[src/rtl/irq_seq_pkg.sv]
// Shared types for the interrupt entry sequencer.
// Assumes one step per clock; the step order below is the bus order.
package irq_seq_pkg;

    typedef enum logic [3:0] {
        ST_IDLE     = 4'd0,
        ST_DUMMY0   = 4'd1,
        ST_DUMMY1   = 4'd2,
        ST_PUSH_HI  = 4'd3,
        ST_PUSH_LO  = 4'd4,
        ST_PUSH_ST  = 4'd5,
        ST_VEC_LO   = 4'd6,
        ST_VEC_HI   = 4'd7,
        ST_DONE     = 4'd8
    } step_t;

    // True for the steps that write to the stack.
    function automatic logic is_push(input step_t s);
        return (s == ST_PUSH_HI) || (s == ST_PUSH_LO) || (s == ST_PUSH_ST);
    endfunction

    // True for the steps that read memory.
    function automatic logic is_read(input step_t s);
        return (s == ST_DUMMY0) || (s == ST_DUMMY1) ||
               (s == ST_VEC_LO) || (s == ST_VEC_HI);
    endfunction

endpackage

[src/rtl/irq_step_fsm.sv]
// Step counter for interrupt entry. Starts from idle on a request, walks
// the fixed step order, and samples the NMI pending flag at the edge that
// ends the status push to choose the vector and issue a clear pulse.
// Assumes the pending flag is synchronous to clk.
module irq_step_fsm
    import irq_seq_pkg::*;
(
    input  logic  clk,
    input  logic  rst_n,
    input  logic  irq_req,
    input  logic  nmi_pending,
    output step_t state_o,
    output logic  use_nmi_o,
    output logic  nmi_clear_o
);

    step_t state_q, state_d;
    logic  use_nmi_q;
    logic  clr_q;

    // Next-step selection along the fixed order.
    always_comb begin
        state_d = state_q;
        unique case (state_q)
            ST_IDLE:    state_d = irq_req ? ST_DUMMY0 : ST_IDLE;
            ST_DUMMY0:  state_d = ST_DUMMY1;
            ST_DUMMY1:  state_d = ST_PUSH_HI;
            ST_PUSH_HI: state_d = ST_PUSH_LO;
            ST_PUSH_LO: state_d = ST_PUSH_ST;
            ST_PUSH_ST: state_d = ST_VEC_LO;
            ST_VEC_LO:  state_d = ST_VEC_HI;
            ST_VEC_HI:  state_d = ST_DONE;
            ST_DONE:    state_d = ST_IDLE;
            default:    state_d = ST_IDLE;
        endcase
    end

    // Step register.
    always_ff @(posedge clk) begin
        if (!rst_n) state_q <= ST_IDLE;
        else        state_q <= state_d;
    end

    // Vector choice: cleared at start, sampled when the status push ends.
    always_ff @(posedge clk) begin
        if (!rst_n)
            use_nmi_q <= 1'b0;
        else if (state_q == ST_IDLE && irq_req)
            use_nmi_q <= 1'b0;
        else if (state_q == ST_PUSH_ST)
            use_nmi_q <= nmi_pending;
    end

    // Clear pulse: high for the low-vector step when the NMI takes over.
    always_ff @(posedge clk) begin
        if (!rst_n) clr_q <= 1'b0;
        else        clr_q <= (state_q == ST_PUSH_ST) && nmi_pending;
    end

    assign state_o     = state_q;
    assign use_nmi_o   = use_nmi_q;
    assign nmi_clear_o = clr_q;

endmodule

[src/rtl/irq_ctx_regs.sv]
// Working copies of program counter, stack pointer and status. Captured
// at start, decremented after each push, interrupt-disable set after the
// status push, program counter filled from the two vector reads.
// Assumes read data is valid in the same step as its address.
module irq_ctx_regs
    import irq_seq_pkg::*;
#(
    parameter int DATA_W   = 8,
    parameter int IDIS_BIT = 2
) (
    input  logic                  clk,
    input  logic                  rst_n,
    input  step_t                 state,
    input  logic                  irq_req,
    input  logic [2*DATA_W-1:0]   pc_in,
    input  logic [DATA_W-1:0]     sp_in,
    input  logic [DATA_W-1:0]     p_in,
    input  logic [DATA_W-1:0]     rdata,
    output logic [2*DATA_W-1:0]   pc_o,
    output logic [DATA_W-1:0]     sp_o,
    output logic [DATA_W-1:0]     p_o
);

    localparam int ADDR_W = 2 * DATA_W;

    logic [ADDR_W-1:0] pc_q;
    logic [DATA_W-1:0] sp_q;
    logic [DATA_W-1:0] p_q;
    logic              start;

    assign start = (state == ST_IDLE) && irq_req;

    // Program counter: capture at start, low then high vector byte.
    always_ff @(posedge clk) begin
        if (!rst_n)
            pc_q <= '0;
        else if (start)
            pc_q <= pc_in;
        else if (state == ST_VEC_LO)
            pc_q[DATA_W-1:0] <= rdata;
        else if (state == ST_VEC_HI)
            pc_q[ADDR_W-1:DATA_W] <= rdata;
    end

    // Stack pointer: capture at start, step down after every push.
    always_ff @(posedge clk) begin
        if (!rst_n)
            sp_q <= '0;
        else if (start)
            sp_q <= sp_in;
        else if (is_push(state))
            sp_q <= sp_q - 1'b1;
    end

    // Status: capture at start, mask further interrupts after its push.
    always_ff @(posedge clk) begin
        if (!rst_n)
            p_q <= '0;
        else if (start)
            p_q <= p_in;
        else if (state == ST_PUSH_ST)
            p_q[IDIS_BIT] <= 1'b1;
    end

    assign pc_o = pc_q;
    assign sp_o = sp_q;
    assign p_o  = p_q;

endmodule

[src/rtl/irq_bus_drive.sv]
// Combinational bus driver: turns the current step and working registers
// into address, strobes and write data. Pushes address the stack page;
// the status push has the break bit cleared.
module irq_bus_drive
    import irq_seq_pkg::*;
#(
    parameter int                  DATA_W     = 8,
    parameter logic [DATA_W-1:0]   STACK_PAGE = 8'h01,
    parameter logic [2*DATA_W-1:0] NMI_VEC    = 16'hFFFA,
    parameter logic [2*DATA_W-1:0] IRQ_VEC    = 16'hFFFE,
    parameter int                  BRK_BIT    = 4
) (
    input  step_t                 state,
    input  logic                  use_nmi,
    input  logic [2*DATA_W-1:0]   pc,
    input  logic [DATA_W-1:0]     sp,
    input  logic [DATA_W-1:0]     p,
    output logic [2*DATA_W-1:0]   addr,
    output logic                  rd,
    output logic                  wr,
    output logic [DATA_W-1:0]     wdata
);

    localparam int ADDR_W = 2 * DATA_W;

    logic [DATA_W-1:0] p_pushed;
    logic [ADDR_W-1:0] vec_lo;

    // Status image with the break bit cleared, bit by bit.
    for (genvar b = 0; b < DATA_W; b++) begin : g_pmask
        if (b == BRK_BIT) begin : g_brk
            assign p_pushed[b] = 1'b0;
        end else begin : g_keep
            assign p_pushed[b] = p[b];
        end
    end

    assign vec_lo = use_nmi ? NMI_VEC : IRQ_VEC;

    // Address and data per step.
    always_comb begin
        addr  = '0;
        wdata = '0;
        rd    = is_read(state);
        wr    = is_push(state);
        unique case (state)
            ST_DUMMY0, ST_DUMMY1: addr = pc;
            ST_PUSH_HI: begin
                addr  = {STACK_PAGE, sp};
                wdata = pc[ADDR_W-1:DATA_W];
            end
            ST_PUSH_LO: begin
                addr  = {STACK_PAGE, sp};
                wdata = pc[DATA_W-1:0];
            end
            ST_PUSH_ST: begin
                addr  = {STACK_PAGE, sp};
                wdata = p_pushed;
            end
            ST_VEC_LO: addr = vec_lo;
            ST_VEC_HI: addr = vec_lo + 1'b1;
            default:   addr = '0;
        endcase
    end

endmodule

[src/rtl/irq_entry_seq.sv]
// Interrupt entry sequencer top. Runs the seven-step entry on a request,
// lets a pending NMI take over the vector read, and reports completion.
// Assumes a synchronous memory whose read data is valid in the addressed
// cycle, and an externally held NMI pending flag cleared by nmi_clear.
module irq_entry_seq
    import irq_seq_pkg::*;
#(
    parameter int                  DATA_W     = 8,
    parameter logic [DATA_W-1:0]   STACK_PAGE = 8'h01,
    parameter logic [2*DATA_W-1:0] NMI_VEC    = 16'hFFFA,
    parameter logic [2*DATA_W-1:0] IRQ_VEC    = 16'hFFFE,
    parameter int                  BRK_BIT    = 4,
    parameter int                  IDIS_BIT   = 2
) (
    input  logic                  clk,
    input  logic                  rst_n,
    input  logic                  irq_req,
    input  logic                  nmi_pending,
    input  logic [2*DATA_W-1:0]   pc_in,
    input  logic [DATA_W-1:0]     sp_in,
    input  logic [DATA_W-1:0]     p_in,
    input  logic [DATA_W-1:0]     mem_rdata,
    output logic [2*DATA_W-1:0]   mem_addr,
    output logic                  mem_rd,
    output logic                  mem_wr,
    output logic [DATA_W-1:0]     mem_wdata,
    output logic                  nmi_clear,
    output logic [2*DATA_W-1:0]   pc_out,
    output logic [DATA_W-1:0]     sp_out,
    output logic [DATA_W-1:0]     p_out,
    output logic                  busy,
    output logic                  done
);

    step_t state;
    logic  use_nmi;

    irq_step_fsm u_fsm (
        .clk         (clk),
        .rst_n       (rst_n),
        .irq_req     (irq_req),
        .nmi_pending (nmi_pending),
        .state_o     (state),
        .use_nmi_o   (use_nmi),
        .nmi_clear_o (nmi_clear)
    );

    irq_ctx_regs #(
        .DATA_W   (DATA_W),
        .IDIS_BIT (IDIS_BIT)
    ) u_regs (
        .clk     (clk),
        .rst_n   (rst_n),
        .state   (state),
        .irq_req (irq_req),
        .pc_in   (pc_in),
        .sp_in   (sp_in),
        .p_in    (p_in),
        .rdata   (mem_rdata),
        .pc_o    (pc_out),
        .sp_o    (sp_out),
        .p_o     (p_out)
    );

    irq_bus_drive #(
        .DATA_W     (DATA_W),
        .STACK_PAGE (STACK_PAGE),
        .NMI_VEC    (NMI_VEC),
        .IRQ_VEC    (IRQ_VEC),
        .BRK_BIT    (BRK_BIT)
    ) u_bus (
        .state   (state),
        .use_nmi (use_nmi),
        .pc      (pc_out),
        .sp      (sp_out),
        .p       (p_out),
        .addr    (mem_addr),
        .rd      (mem_rd),
        .wr      (mem_wr),
        .wdata   (mem_wdata)
    );

    // Status outputs derived from the step.
    assign busy = (state != ST_IDLE);
    assign done = (state == ST_DONE);

endmodule

[config.mk]
export PLATFORM = sky130hd
export DESIGN_NAME = irq_entry_seq
export DESIGN_NICKNAME = d
export VERILOG_FILES = /design/src/rtl/irq_seq_pkg.sv /design/src/rtl/irq_step_fsm.sv /design/src/rtl/irq_ctx_regs.sv /design/src/rtl/irq_bus_drive.sv /design/src/rtl/irq_entry_seq.sv
export SDC_FILE = /design/constraint.sdc
export NUM_CORES = 1
export LEC_CHECK = 0
export ABC_AREA = 1
export BUFFER_PORTS_ARGS = -buffer_cell sky130_fd_sc_hd__buf_2
export CORE_UTILIZATION = 35
export CTS_CLUSTER_SIZE = 10
export DETAILED_ROUTE_END_ITERATION = 8
export PLACE_DENSITY = 0.61
export SYNTH_ARGS = -nofsm -noshare
export SYNTH_HDL_FRONTEND = slang
export SYNTH_SLANG_ARGS = --single-unit
[constraint.sdc]
create_clock -name clk -period 2.69 [get_ports clk]
set_input_delay 0.1345 -clock clk [delete_from_list [all_inputs] [get_ports clk]]
set_output_delay 0.1345 -clock clk [all_outputs]
set_load 0.02 [all_outputs]
======== Word-level counts from Yosys, hierarchy flattened ========
Cells that the tools add are included.
word-level totals
  register bits after elaboration ......... 38
  bits of input ports ..................... 44
  output and inout port bits .............. 61
  word-level logic and storage cells ...... 50
cells by class
  add/sub/neg operators ................... 2
  equal/unequal tests ..................... 9
  muxes and demuxes ....................... 13
  bitwise gates (word level) .............. 1
  reductions and logical operators ........ 17
operators with widths
  operator               count
  $pmux 16 s4            1
  $mux 8                 5
  $pmux 4 s8             1
  $pmux 8 s3             1
  $add 16x1->16 const B  1
  $eq 4x3->1 const B     4
  $mux 16                1
  $eq 4x2->1 const B     2
  $reduce_bool 2->1      4
  $sub 8x1->8 const B    1
  $logic_or 1x1->1       5
  $eq 4x1->1 const B     1
  $eq 4x4->1 const B     1
  $logic_not 4->1        1
  $reduce_bool 4->1      1
  $reduce_or 2->1        2
  $mux 1                 3
  $mux 3                 1
  $reduce_or 3->1        1
  $logic_and 1x1->1      2
  $ne 2x2->1 const B     1
  $reduce_and 2->1       1
  $not 1->1              1

======== Longest topological paths before layout ========
Gate-level depths: netlist of the first run.
  word-level depth ........................ 5
  depth in mapped cells ................... 9
  mapped depth without buffers ............ 9

======== Cells and area by module ========
From an unflattened synthesis of the first run, not the netlist that was laid out.
unflattened totals
  cells, all modules ...................... 359
  area total of the unflattened synthesis .. 2,387.3 µm²
modules (own cells, without submodules)
  module         instances  cells an instance  area an instance (µm²)  sequential area each (µm²)
  irq_ctx_regs   1          227                1,600.3                 640.6
  irq_bus_drive  1          93                 496.7                   0.0
  irq_step_fsm   1          30                 256.5                   120.1
  irq_entry_seq  1          9                  33.8                    0.0

======== Worst setup path after synthesis of the first run ========
OpenSTA, ideal clock, no wires.
  kind .................................... register to output
  start ................................... register u_fsm.state_q[3] (netlist: u_fsm.state_o[3])
  end ..................................... output mem_addr[1]
  arrival time ............................ 1.404 ns
  data required time ...................... 2.556 ns
  setup slack ............................. 1.151 ns
  cell stages (with the launch flop) ...... 7
  path buffers ............................ 1
  cell sequence ........................... dfxtp_1 nor2_4 nand2_4 nand2_4 inv_4 buf_6 o221ai_1
between the ends
  longest elaborated chain between the ends .. 3
  elaborated cells on any way between the ends .. 10
  those cells by class .................... eq/ne: 7; mux: 1; reduce/logical: 2
ends and longest elaborated chain
  element                                                                     line                 text
  start: declaration                                                          irq_step_fsm.sv:17   step_t state_q, state_d;
  start signal: assignment                                                    irq_step_fsm.sv:41   else state_q <= state_d;
  $eq 4x3->1, or another cell as far along                                    irq_bus_drive.sv:46  unique case (state)
  $reduce_or 3->1 (no source line) / $reduce_or 2->1 (equally long branches)  --
  $pmux 16 s4 *                                                               irq_bus_drive.sv:46
  end: declaration                                                            irq_entry_seq.sv:23  output logic [2*DATA_W-1:0] mem_addr,
Mark *: on every way between the ends. The rest lies on a longest branch, timed or not.

======== Final worst setup path of the first run ========
  start ................................... register u_fsm.state_q[3] (netlist: u_fsm.state_o[3])
  end ..................................... output mem_addr[5]
Same word-level chain as after synthesis.

==> reports/qor.csv, run 1 <==
stage,metric,value,unit
detailed_routing,drt_iter0_markers,150,
logic_synthesis,ys_types,32,
sta,min_period,1990,ps
clocking,cts_buffer_depth,2,
sta,slew-limit-headroom,67.1,%
placed_design,hpwlAfterDp,5140,um
power_and_ir_drop,vdd_ir_drop_max,0.000309,V
logic_synthesis,synth_top_family_by_area,simple AND/OR/NAND/NOR gates,
sta,finalMaxSlewViolations,0,
worst_setup_path,crit_arrival,1860,ps
worst_setup_path,r2r_cells,5,
clocking,clk_transition_reported_paths,70,ps
placed_design,gp_congestion,0.907,
detailed_routing,ant_nets,0,
clocking,ctsResizeCount,0,
layout,area_growth,29.7,%
logic_synthesis,synth-compound-area-share,24.4,%
logic_synthesis,synth-seq-cells,38,
detailed_routing,wire_per_inst,14.4,um
logic_synthesis,synthAdderAreaFrac,0.599,%
logic_synthesis,synth.area.mux_share,0,%
logic_synthesis,synth-xor-area-share,1.26,%
global_route,antenna_found_initial,0,
layout,fin_util,48.0,%
detailed_routing,vias,2373,
layout,drive_gt1_share,33.2,%
logic_synthesis,synth.avg_cell_area,7.10,um^2
worst_setup_path,crit_fanout,14,
die,placementRows,27,
placed_design,io_buffers,104,
detailed_routing,viasPerCell,5.09,
global_route,grt_pass1_vias,2188,
global_route,overflow,0,
layout,register_area,761,um^2
worst_setup_path,worstPathRequired,2560,ps
logic_synthesis,syn_inst,294,
sta,finalWorstSetupSlack,696,ps
global_route,grt_max_degree,27,
worst_hold_path,hold_path.class,in2reg,
sta,tightest_slew,493,ps
die,core,5640,um^2
sta,fin_skew,4.38,ps
worst_setup_path,endpoint_kind,primary output,
worst_hold_path,min_to,u_regs.p_o[4]$_SDFFE_PN0P_,
worst_setup_path,r2r_start,u_fsm.state_o[0]$_SDFF_PN0_,
detailed_routing,totalWireLength,6720,um
detailed_routing,first_pass_iters,5,
logic_synthesis,syn-cell-area,2090,um^2
clocking,cts-root-buf,clkbuf_8,
clocking,post_cts_buffers,0,
worst_hold_path,worstHoldPathCells,3,
sta,rsz0062_at_grt,no,
placed_design,place_ws,1010,ps
sta,period_share,74.1,%
sta,hold_viol_final,0,
die,die_width,79.2,um
layout,multi_input_area,1090,um^2
layout,final_cell_mix,"buf_2 (104), nand2_1 (77), dfxtp_1 (38)",
logic_synthesis,seq_area_frac_synth,36.4,%
die,ios,105,
worst_setup_path,criticalPathCategory,reg2out,
sta,max_freq,501,MHz
logic_synthesis,synth_warnings,0,
clocking,cts_num_sinks,38,
die,initial_utilization,37.0,%
worst_setup_path,r2r_end,u_regs.pc_o[9]$_SDFFE_PN0P_,
detailed_routing,remaining_drc_errors,0,
clocking,cts-buffers-inserted,5,
clocking,clock_latency,290,ps
die,dieArea,6280,um^2
clocking,cts_tree,yes,
clocking,cts_max_level,2,
run_status,outcome,"finished, final reports clean",
power_and_ir_drop,p_per_area,692,nW/um^2
layout,diodes,0,
flow_run,max_cap_viol_count,0,
sta,tns,0,ps
logic_synthesis,yosys.area_share.simple,26.1,%
die,die_h,79.2,um
logic_synthesis,syn_nets,339,
layout,fillCellCount,588,
worst_hold_path,hp-start,p_in[4],
worst_setup_path,rrSetupSlack,980,ps
global_route,grt_pass1_wl,10600,um
global_route,grt.total_usage,22.0,%
power_and_ir_drop,leakage,1.37,nW
layout,fin_nets,438,
sta,finalSetupViolCount,0,
clocking,cts_hold_buffers,0,
layout,layout_commonest_cell,buf_2,
worst_setup_path,cp-start-kind,register,
==> sequential cells by signal, summed over array words and instances, names as in the netlist <==
name               flops
u_fsm.use_nmi_o        1
u_fsm.state_o          4
u_regs.p_o             8
u_regs.sp_o            8
u_fsm.nmi_clear_o      1
u_regs.pc_o           16
==> Yosys cell counts <==
master	count	area, um^2
inv_1	33	124
a311oi_1	1	8.76
a21oi_2	1	8.76
buf_6	5	56.3
o21ai_1	2	10.0
o211ai_1	7	52.6
o221ai_1	10	87.6
inv_4	1	6.26
nor2_4	3	33.8
nand2_2	4	25.0
nor2_8	1	20.0
nor2_2	1	6.26
clkinv_1	1	3.75
a21oi_1	13	65.1
nand4_1	1	6.26
buf_2	2	10.0
clkbuf_1	5	18.8
a31oi_1	17	106
o21ai_0	29	145
nand3_2	1	10.0
nand3_1	12	60.1
nor2_1	16	60.1
nand2_4	3	33.8
o22ai_1	1	6.26
a211oi_1	1	7.51
xor2_1	3	26.3
buf_4	1	7.51
a211oi_2	1	12.5
dfxtp_1	38	761
ha_1	1	12.5
inv_2	2	7.51
nand2_1	77	289
==> final cells by class <==
cell class                 count  area share, %
multi-input combinational    206           40.4
sequential                    38           28.1
timing repair buffer         105           19.5
inverter                      37           5.22
tap                           72           3.33
clock buffer                   6           3.05
clock inverter                 2          0.462
==> per-layer routing <==
| layer | vias up | track usage, % | routed length (um) |
|---|---|---|---|
| met5 | - | 0 | 0 |
| met4 | 0 | 6.18 | 70 |
| met3 | 6 | 4.83 | 495 |
| met2 | 103 | 34.5 | 3070 |
| met1 | 1071 | 30.1 | 3080 |
| li1 | 1193 | - | - |
==> power by group <==
part	total, mW	internal [mW]	switching [mW]
logic	0.745	0.234	0.511
clock network	0.415	0.206	0.208
registers	0.715	0.641	0.0741
==> per-stage QoR <==
stage               hold WS, ps  instances  total power, mW  cell area [um^2]
global placement            389        458             1.47              2610
finish                     85.9        466             1.87              2710
global route               95.8        466             2.00              2710
floorplan                   273        294             1.24              2090
detailed placement          391        458             1.47              2610
CTS                        79.1        466             1.88              2710
==> cell families (layout without fill, tap and decap cells) <==
| kind of cell | count (synthesis) | in the layout |
|---|---|---|
| DFF | 38 | 38 |
| adders and majority gates | 1 | 1 |
| AOI/OAI and AO/OA | 83 | 83 |
| and+or+nand+nor | 119 | 119 |
| buffers and inverters | 50 | 150 |
| xor gates and xnor gates | 3 | 3 |
==> how the worst max path moves through the flow <==
stage / from / to
after CTS: u_fsm.state_o[2]$_SDFF_PN0_ / mem_addr[2]
after global routing: u_fsm.state_o[2]$_SDFF_PN0_ / mem_addr[2]
after detailed placement: u_fsm.state_o[0]$_SDFF_PN0_ / u_regs.pc_o[15]$_SDFFE_PN0P_
after floorplan: u_fsm.state_o[3]$_SDFF_PN0_ / mem_addr[1]
after global placement: u_fsm.state_o[0]$_SDFF_PN0_ / u_regs.pc_o[10]$_SDFFE_PN0P_
final: u_fsm.state_o[3]$_SDFF_PN0_ / mem_addr[5]
==> critical path, cell delays in order, from the launching register on <==
cell      delay, ps
dfxtp_1         380
nor2_4          240
nand2_1         310
inv_1           240
nand2_1          80
o211ai_1        110
buf_2           210
Note: power is estimated with default switching activity, not from simulation.
==> inputs of run 2 (changes only) <==
ABC_AREA = 0   (was 1)
clock period = 2 ns   (was 2.69 ns; I/O delays follow)
==> run 2 against run 1 <==
Synthesized cell count decreased by 13%. Critical path type unchanged. Sequential share of layout area down 2.4 points. Clock skew grew 4.9 ps. Setup slack got worse by 630 ps.
==> reports/qor.csv, run 2 <==
stage,metric,value,unit
run_status,outcome,"finished, final reports clean",
detailed_routing,totalWireLength,7400,um
layout,fin_util,52.8,%
layout,register_area,769,um^2
global_route,grt_pass1_vias,2126,
power_and_ir_drop,leakage,1.54,nW
logic_synthesis,synth-compound-area-share,22.2,%
global_route,grt_pass1_wl,11000,um
logic_synthesis,synth_top_family_by_area,simple AND/OR/NAND/NOR gates,
worst_setup_path,cp-start-kind,register,
detailed_routing,viasPerCell,5.37,
logic_synthesis,yosys.area_share.simple,22.6,%
logic_synthesis,synth-xor-area-share,2.06,%
die,initial_utilization,37.4,%
clocking,cts_buffer_depth,2,
sta,finalSetupViolCount,0,
placed_design,io_buffers,104,
logic_synthesis,syn_nets,301,
logic_synthesis,synth.avg_cell_area,8.28,um^2
worst_setup_path,crit_arrival,1830,ps
sta,finalWorstSetupSlack,65.4,ps
placed_design,dp_cells,432,
detailed_routing,wire_per_inst,16.7,um
worst_setup_path,endpoint_kind,primary output,
detailed_routing,vias,2384,
clocking,cts_hold_buffers,0,
layout,fin_cells,444,
global_route,antenna_found_initial,0,
sta,tns,0,ps
detailed_routing,first_pass_iters,5,
clocking,clock_latency,290,ps
power_and_ir_drop,internal_power,1.47,mW
layout,drive_gt1_share,41.1,%
global_route,grt.total_usage,22.8,%
flow_run,max_cap_viol_count,0,
sta,tightest_slew,651,ps
die,dieArea,6370,um^2
clocking,cts-root-buf,clkbuf_8,
logic_synthesis,synth-main-ff-cell,dfxtp_1,
sta,fin_skew,9.26,ps
die,core,5680,um^2
logic_synthesis,synth_warnings,0,
layout,multi_input_area,1220,um^2
sta,slew-limit-headroom,56.4,%
clocking,clk_transition_reported_paths,80,ps
die,ios,105,
layout,fillCellCount,574,
logic_synthesis,syn_inst,256,
die,die_width,79.8,um
clocking,cts_num_sinks,38,
logic_synthesis,synthTopCellsByArea,"dfxtp_1 (36%), mux2i_1 (8.5%), a222oi_1 (6.1%), nand2_1 (5.8%), a211oi_1 (5.7%)",
global_route,grt_max_degree,27,
placed_design,gp_congestion,0.798,
layout,fin_area,3000,um^2
power_and_ir_drop,combPwrFrac,35.9,%
global_route,overflow,0,
detailed_routing,drt_iter0_markers,231,
logic_synthesis,synth_most_common_cell,dfxtp_1,
logic_synthesis,synth-edff-count,0,
logic_synthesis,synthAdderAreaFrac,1.06,%
logic_synthesis,synth_common_cells,"dfxtp_1 (38), nand2_1 (33), nor2_1 (29), mux2i_1 (18), a211oi_1 (16)",
logic_synthesis,async_flop_share,0,%
power_and_ir_drop,p_sw,0.899,mW
power_and_ir_drop,p_per_area,790,nW/um^2
sta,max_freq,517,MHz
sta,period_share,96.7,%
layout,final_cell_mix,"buf_2 (98), dfxtp_1 (35), nand2_1 (33)",
power_and_ir_drop,power,2.37,mW
layout,area_growth,41.2,%
detailed_routing,remaining_drc_errors,0,
layout,largest_reg_flops,16,
logic_synthesis,yosysTopAreaCell,dfxtp_1,
worst_hold_path,hold_path.class,in2reg,
power_and_ir_drop,p_sw_share,38.0,%
logic_synthesis,ys_types,49,
placed_design,place_ws,114,ps
logic_synthesis,synth-seq-cells,38,
layout,layout_commonest_cell,buf_2,
die,die_h,79.8,um
placed_design,hpwlAfterDp,5390,um
logic_synthesis,synth.area.mux_share,8.50,%
logic_synthesis,synth_top_cell_area_share,35.9,%
sta,hold_viol_final,0,
logic_synthesis,seq_area_frac_synth,35.9,%
layout,fin_nets,416,
worst_setup_path,criticalPathCategory,reg2out,
logic_synthesis,syn-cell-area,2120,um^2
worst_setup_path,crit_fanout,16,
sta,finalMaxSlewViolations,0,
die,placementRows,27,
sta,min_period,1930,ps
clocking,cts-buffers-inserted,5,
clocking,cts_tree,yes,
power_and_ir_drop,clkPwrFrac,23.4,%
clocking,cts_max_level,2,
power_and_ir_drop,vdd_ir_drop_max,0.000471,V
worst_setup_path,worstPathRequired,1900,ps
layout,diodes,0,
detailed_routing,ant_nets,0,
sta,holdWs,43.6,ps
placed_design,place_area,2790,um^2
power_and_ir_drop,p_seq_share,40.7,%
run 2: cell types whose count changed after synthesis, moves of 13 or more:
cell	before	now
nand2_1	77	33
a31oi_1	17	0
a222oi_1	0	13
nor2_1	16	29
o21ai_0	29	6
inv_1	33	14
mux2i_1	0	18
a211oi_1	1	16
run 2: metal layers:
layer	part of all wire, %	global-route usage [%]
met5	0	0
met2	45	36.7
met3	7.3	5.14
met1	46	30.8
met4	0.89	5.36
run 2: final cells by class:
| cell class | count | share of cell area (%) |
|---|---|---|
| clock buffer | 7 | 2.88 |
| clock inverter | 1 | 0.167 |
| inverter | 15 | 1.88 |
| multi-input combinational | 182 | 40.9 |
| sequential | 38 | 25.7 |
| tap | 72 | 3.01 |
| timing repair buffer | 129 | 25.5 |
run 2: timing repair:
item,CTS,global route
pin swaps,1,4
setup buffers,2,2
resized for setup,7,14
endpoints found under the hold margin,0,0
endpoints found under the setup margin,16,15
run 2: worst max-delay path, stage by stage (launching register included):
cell      delay (ps)
dfxtp_1          330
buf_6            170
nor4bb_4         390
buf_4            200
buf_4            120
a222oi_1          50
inv_1            100
buf_2            170
run 2: cell families after synthesis:
kind of cell	after synthesis
muxes	18
buffers and inverters	36
AOI/OAI and AO/OA	64
DFF	38
adders and majority gates	2
and+or+nand+nor	93
xor gates and xnor gates	5
run 2: worst paths after layout:
check                           endpoint                        start  cells after the start  slack, ps
max reg2reg  u_regs.sp_o[5]$_SDFFE_PN0P_  u_fsm.state_o[3]$_SDFF_PN0_                      7        290
min reg2reg   u_regs.p_o[4]$_SDFFE_PN0P_   u_regs.p_o[4]$_SDFFE_PN0P_                      2        460
max                         mem_wdata[0]  u_fsm.state_o[3]$_SDFF_PN0_                      7         70
min           u_regs.p_o[3]$_SDFFE_PN0P_                      p_in[3]                      3         40
run 2: power by group through the flow:
stage | logic, mW | clock network (mW) | registers (mW)
after floorplan | 0.440 | 0 | 1.03
after global placement | 0.803 | 0 | 0.974
after detailed placement | 0.812 | 0 | 0.975
after CTS | 0.825 | 0.567 | 0.961
after global routing | 0.919 | 0.600 | 0.971
final | 0.850 | 0.554 | 0.963
==> inputs of run 3 (changes only) <==
PLACE_DENSITY = 0.64   (was 0.61)
==> run 3 against run 2 <==
Register-to-register slack lost 110 ps. Global-route usage shrank 0.57 points. Design area shrank 1.3%. Clock skew shrank 3.5 ps. Routed wire length shrank 2.3%. Core utilization shrank 0.71 points. Sequential power grew 1%. Die area is the same. Clock power grew 2%. First-iteration DRC count shrank 3.9%. Combinational power shrank 4.5%. Clock-buffer cell count shrank 1. Critical endpoint is now mem_addr[0].
==> reports/qor.csv, run 3 (synthesis results as in run 2) <==
stage,metric,value,unit
power_and_ir_drop,p_per_area,795,nW/um^2
flow_run,max_cap_viol_count,0,
clocking,cts_num_sinks,38,
global_route,grt_max_degree,43,
clocking,cts_buffer_depth,2,
worst_setup_path,slowest_delay,410,ps
global_route,grt_pass1_vias,2052,
die,core,5680,um^2
worst_setup_path,cp-start-kind,register,
clocking,cts-root-buf,clkbuf_8,
detailed_routing,wire_per_inst,16.3,um
detailed_routing,totalWireLength,7220,um
worst_setup_path,worstPathRequired,1900,ps
worst_setup_path,critPathSlowestCell,nor4bb_4,
clocking,cts-buffers-inserted,5,
power_and_ir_drop,combPwrFrac,34.5,%
power_and_ir_drop,vdd_ir_drop_max,0.000464,V
worst_setup_path,endpoint_kind,primary output,
clocking,clk_transition_reported_paths,80,ps
worst_setup_path,r2r_cells,5,
power_and_ir_drop,clkPwrFrac,24.1,%
detailed_routing,viasPerCell,5.43,
detailed_routing,drt_iter0_markers,222,
placed_design,gp_congestion,0.835,
sta,finalSetupViolCount,0,
layout,final_cell_mix,"buf_2 (103), dfxtp_1 (34), nand2_1 (33)",
worst_setup_path,criticalPathCategory,reg2out,
die,die_h,79.8,um
clocking,cts_tree,yes,
sta,finalMaxSlewViolations,0,
placed_design,dp_cells,429,
worst_hold_path,worstHoldPathCells,3,
power_and_ir_drop,p_sw_share,38.4,%
clocking,cts_max_level,2,
placed_design,hpwlAfterDp,5140,um
worst_setup_path,path_cells,buf_6 -> nor4bb_4 -> nor2_2 -> inv_2 -> a22oi_1 -> nand2_1 -> buf_2,
detailed_routing,vias,2413,
global_route,grt.total_usage,22.2,%
worst_setup_path,crit_fanout,12,
global_route,grt_pass1_wl,10700,um
worst_setup_path,crit_arrival,1880,ps
layout,diodes,0,
die,die_width,79.8,um
die,ios,105,
die,initial_utilization,37.4,%
run_status,outcome,"finished, final reports clean",
layout,fin_nets,416,
layout,fin_cells,444,
die,dieArea,6370,um^2
detailed_routing,ant_nets,0,
global_route,antenna_found_initial,0,
worst_hold_path,hold_path.class,in2reg,
layout,layout_commonest_cell,buf_2,
layout,largest_reg_flops,16,
power_and_ir_drop,leakage,1.53,nW
sta,min_period,1980,ps
clocking,cts_hold_buffers,0,
die,placementRows,27,
power_and_ir_drop,internal_power,1.45,mW
power_and_ir_drop,p_seq_share,41.4,%
sta,tightest_slew,502,ps
power_and_ir_drop,p_sw,0.904,mW
detailed_routing,first_pass_iters,6,
sta,max_freq,504,MHz
sta,tns,0,ps
layout,area_growth,39.4,%
sta,slew-limit-headroom,66.5,%
sta,hold_viol_final,0,
placed_design,place_ws,93.1,ps
sta,finalWorstSetupSlack,16.9,ps
sta,period_share,99.2,%
layout,drive_gt1_share,41.4,%
sta,fin_skew,5.72,ps
global_route,overflow,0,
clocking,clock_latency,290,ps
sta,holdWs,37.1,ps
placed_design,io_buffers,104,
detailed_routing,remaining_drc_errors,0,
==> run 3: area by class of cell <==
cell class              count  area, um^2
clock buffers               6        82.6
inverters                  15        56.3
well taps                  72        90.1
flip-flops and latches     38         771
fillers                   566        2720
clock inverters             2        12.5
repair buffers            129         727
multi-input cells         182        1220
==> run 3: what timing repair did <==
item	in CTS	in global routing
buffers inserted	4	3
gates resized for setup	5	7
pin swaps	1	2
setup endpoints to repair	25	21
==> run 3: power by group through the flow <==
stage | sequential [mW] | combinational (mW) | clock [mW]
floorplan | 1.03 | 0.440 | 0
global placement | 0.986 | 0.779 | 0
finish | 0.973 | 0.812 | 0.566
detailed placement | 0.987 | 0.783 | 0
global route | 0.985 | 0.884 | 0.609
CTS | 0.972 | 0.796 | 0.579
==> run 3: critical path, delay by kind of cell, from the launching register on <==
| kind | cells | cell delay (ps) |
|---|---|---|
| buffers and inverters | 3 | 460 |
| flip-flops | 1 | 380 |
| AO/OA/AOI/OAI | 1 | 100 |
| AND/OR/NAND/NOR | 3 | 650 |
==> run 3: path summary, 6_finish.rpt <==
path / start / endpoint / slack (ps)
max: u_fsm.state_o[3]$_SDFF_PN0_ / mem_addr[0] / 20
min: p_in[4] / u_regs.p_o[4]$_SDFFE_PN0P_ / 40
max reg2reg: u_fsm.state_o[2]$_SDFF_PN0_ / u_regs.sp_o[5]$_SDFFE_PN0P_ / 180
min reg2reg: u_regs.p_o[4]$_SDFFE_PN0P_ / u_regs.p_o[4]$_SDFFE_PN0P_ / 460
==> run 3: through the flow <==
stage / utilization [%] / power [mW] / instance area, um^2
6_report: 52.1 / 2.35 / 2960
5_1_grt: 52.1 / 2.48 / 2960
4_1_cts: 51.3 / 2.35 / 2910
3_5_place_dp: 48.9 / 1.77 / 2780
3_3_place_gp: 48.9 / 1.76 / 2780
2_1_floorplan: - / 1.47 / 2120
==> run 3: layer usage <==
layer	vias up	track usage, %	routed length [um]
met3	14	3.66	512
li1	1172	-	-
met1	1126	30.3	3240
met4	0	8.39	142
met5	-	0	0
met2	101	34.8	3330
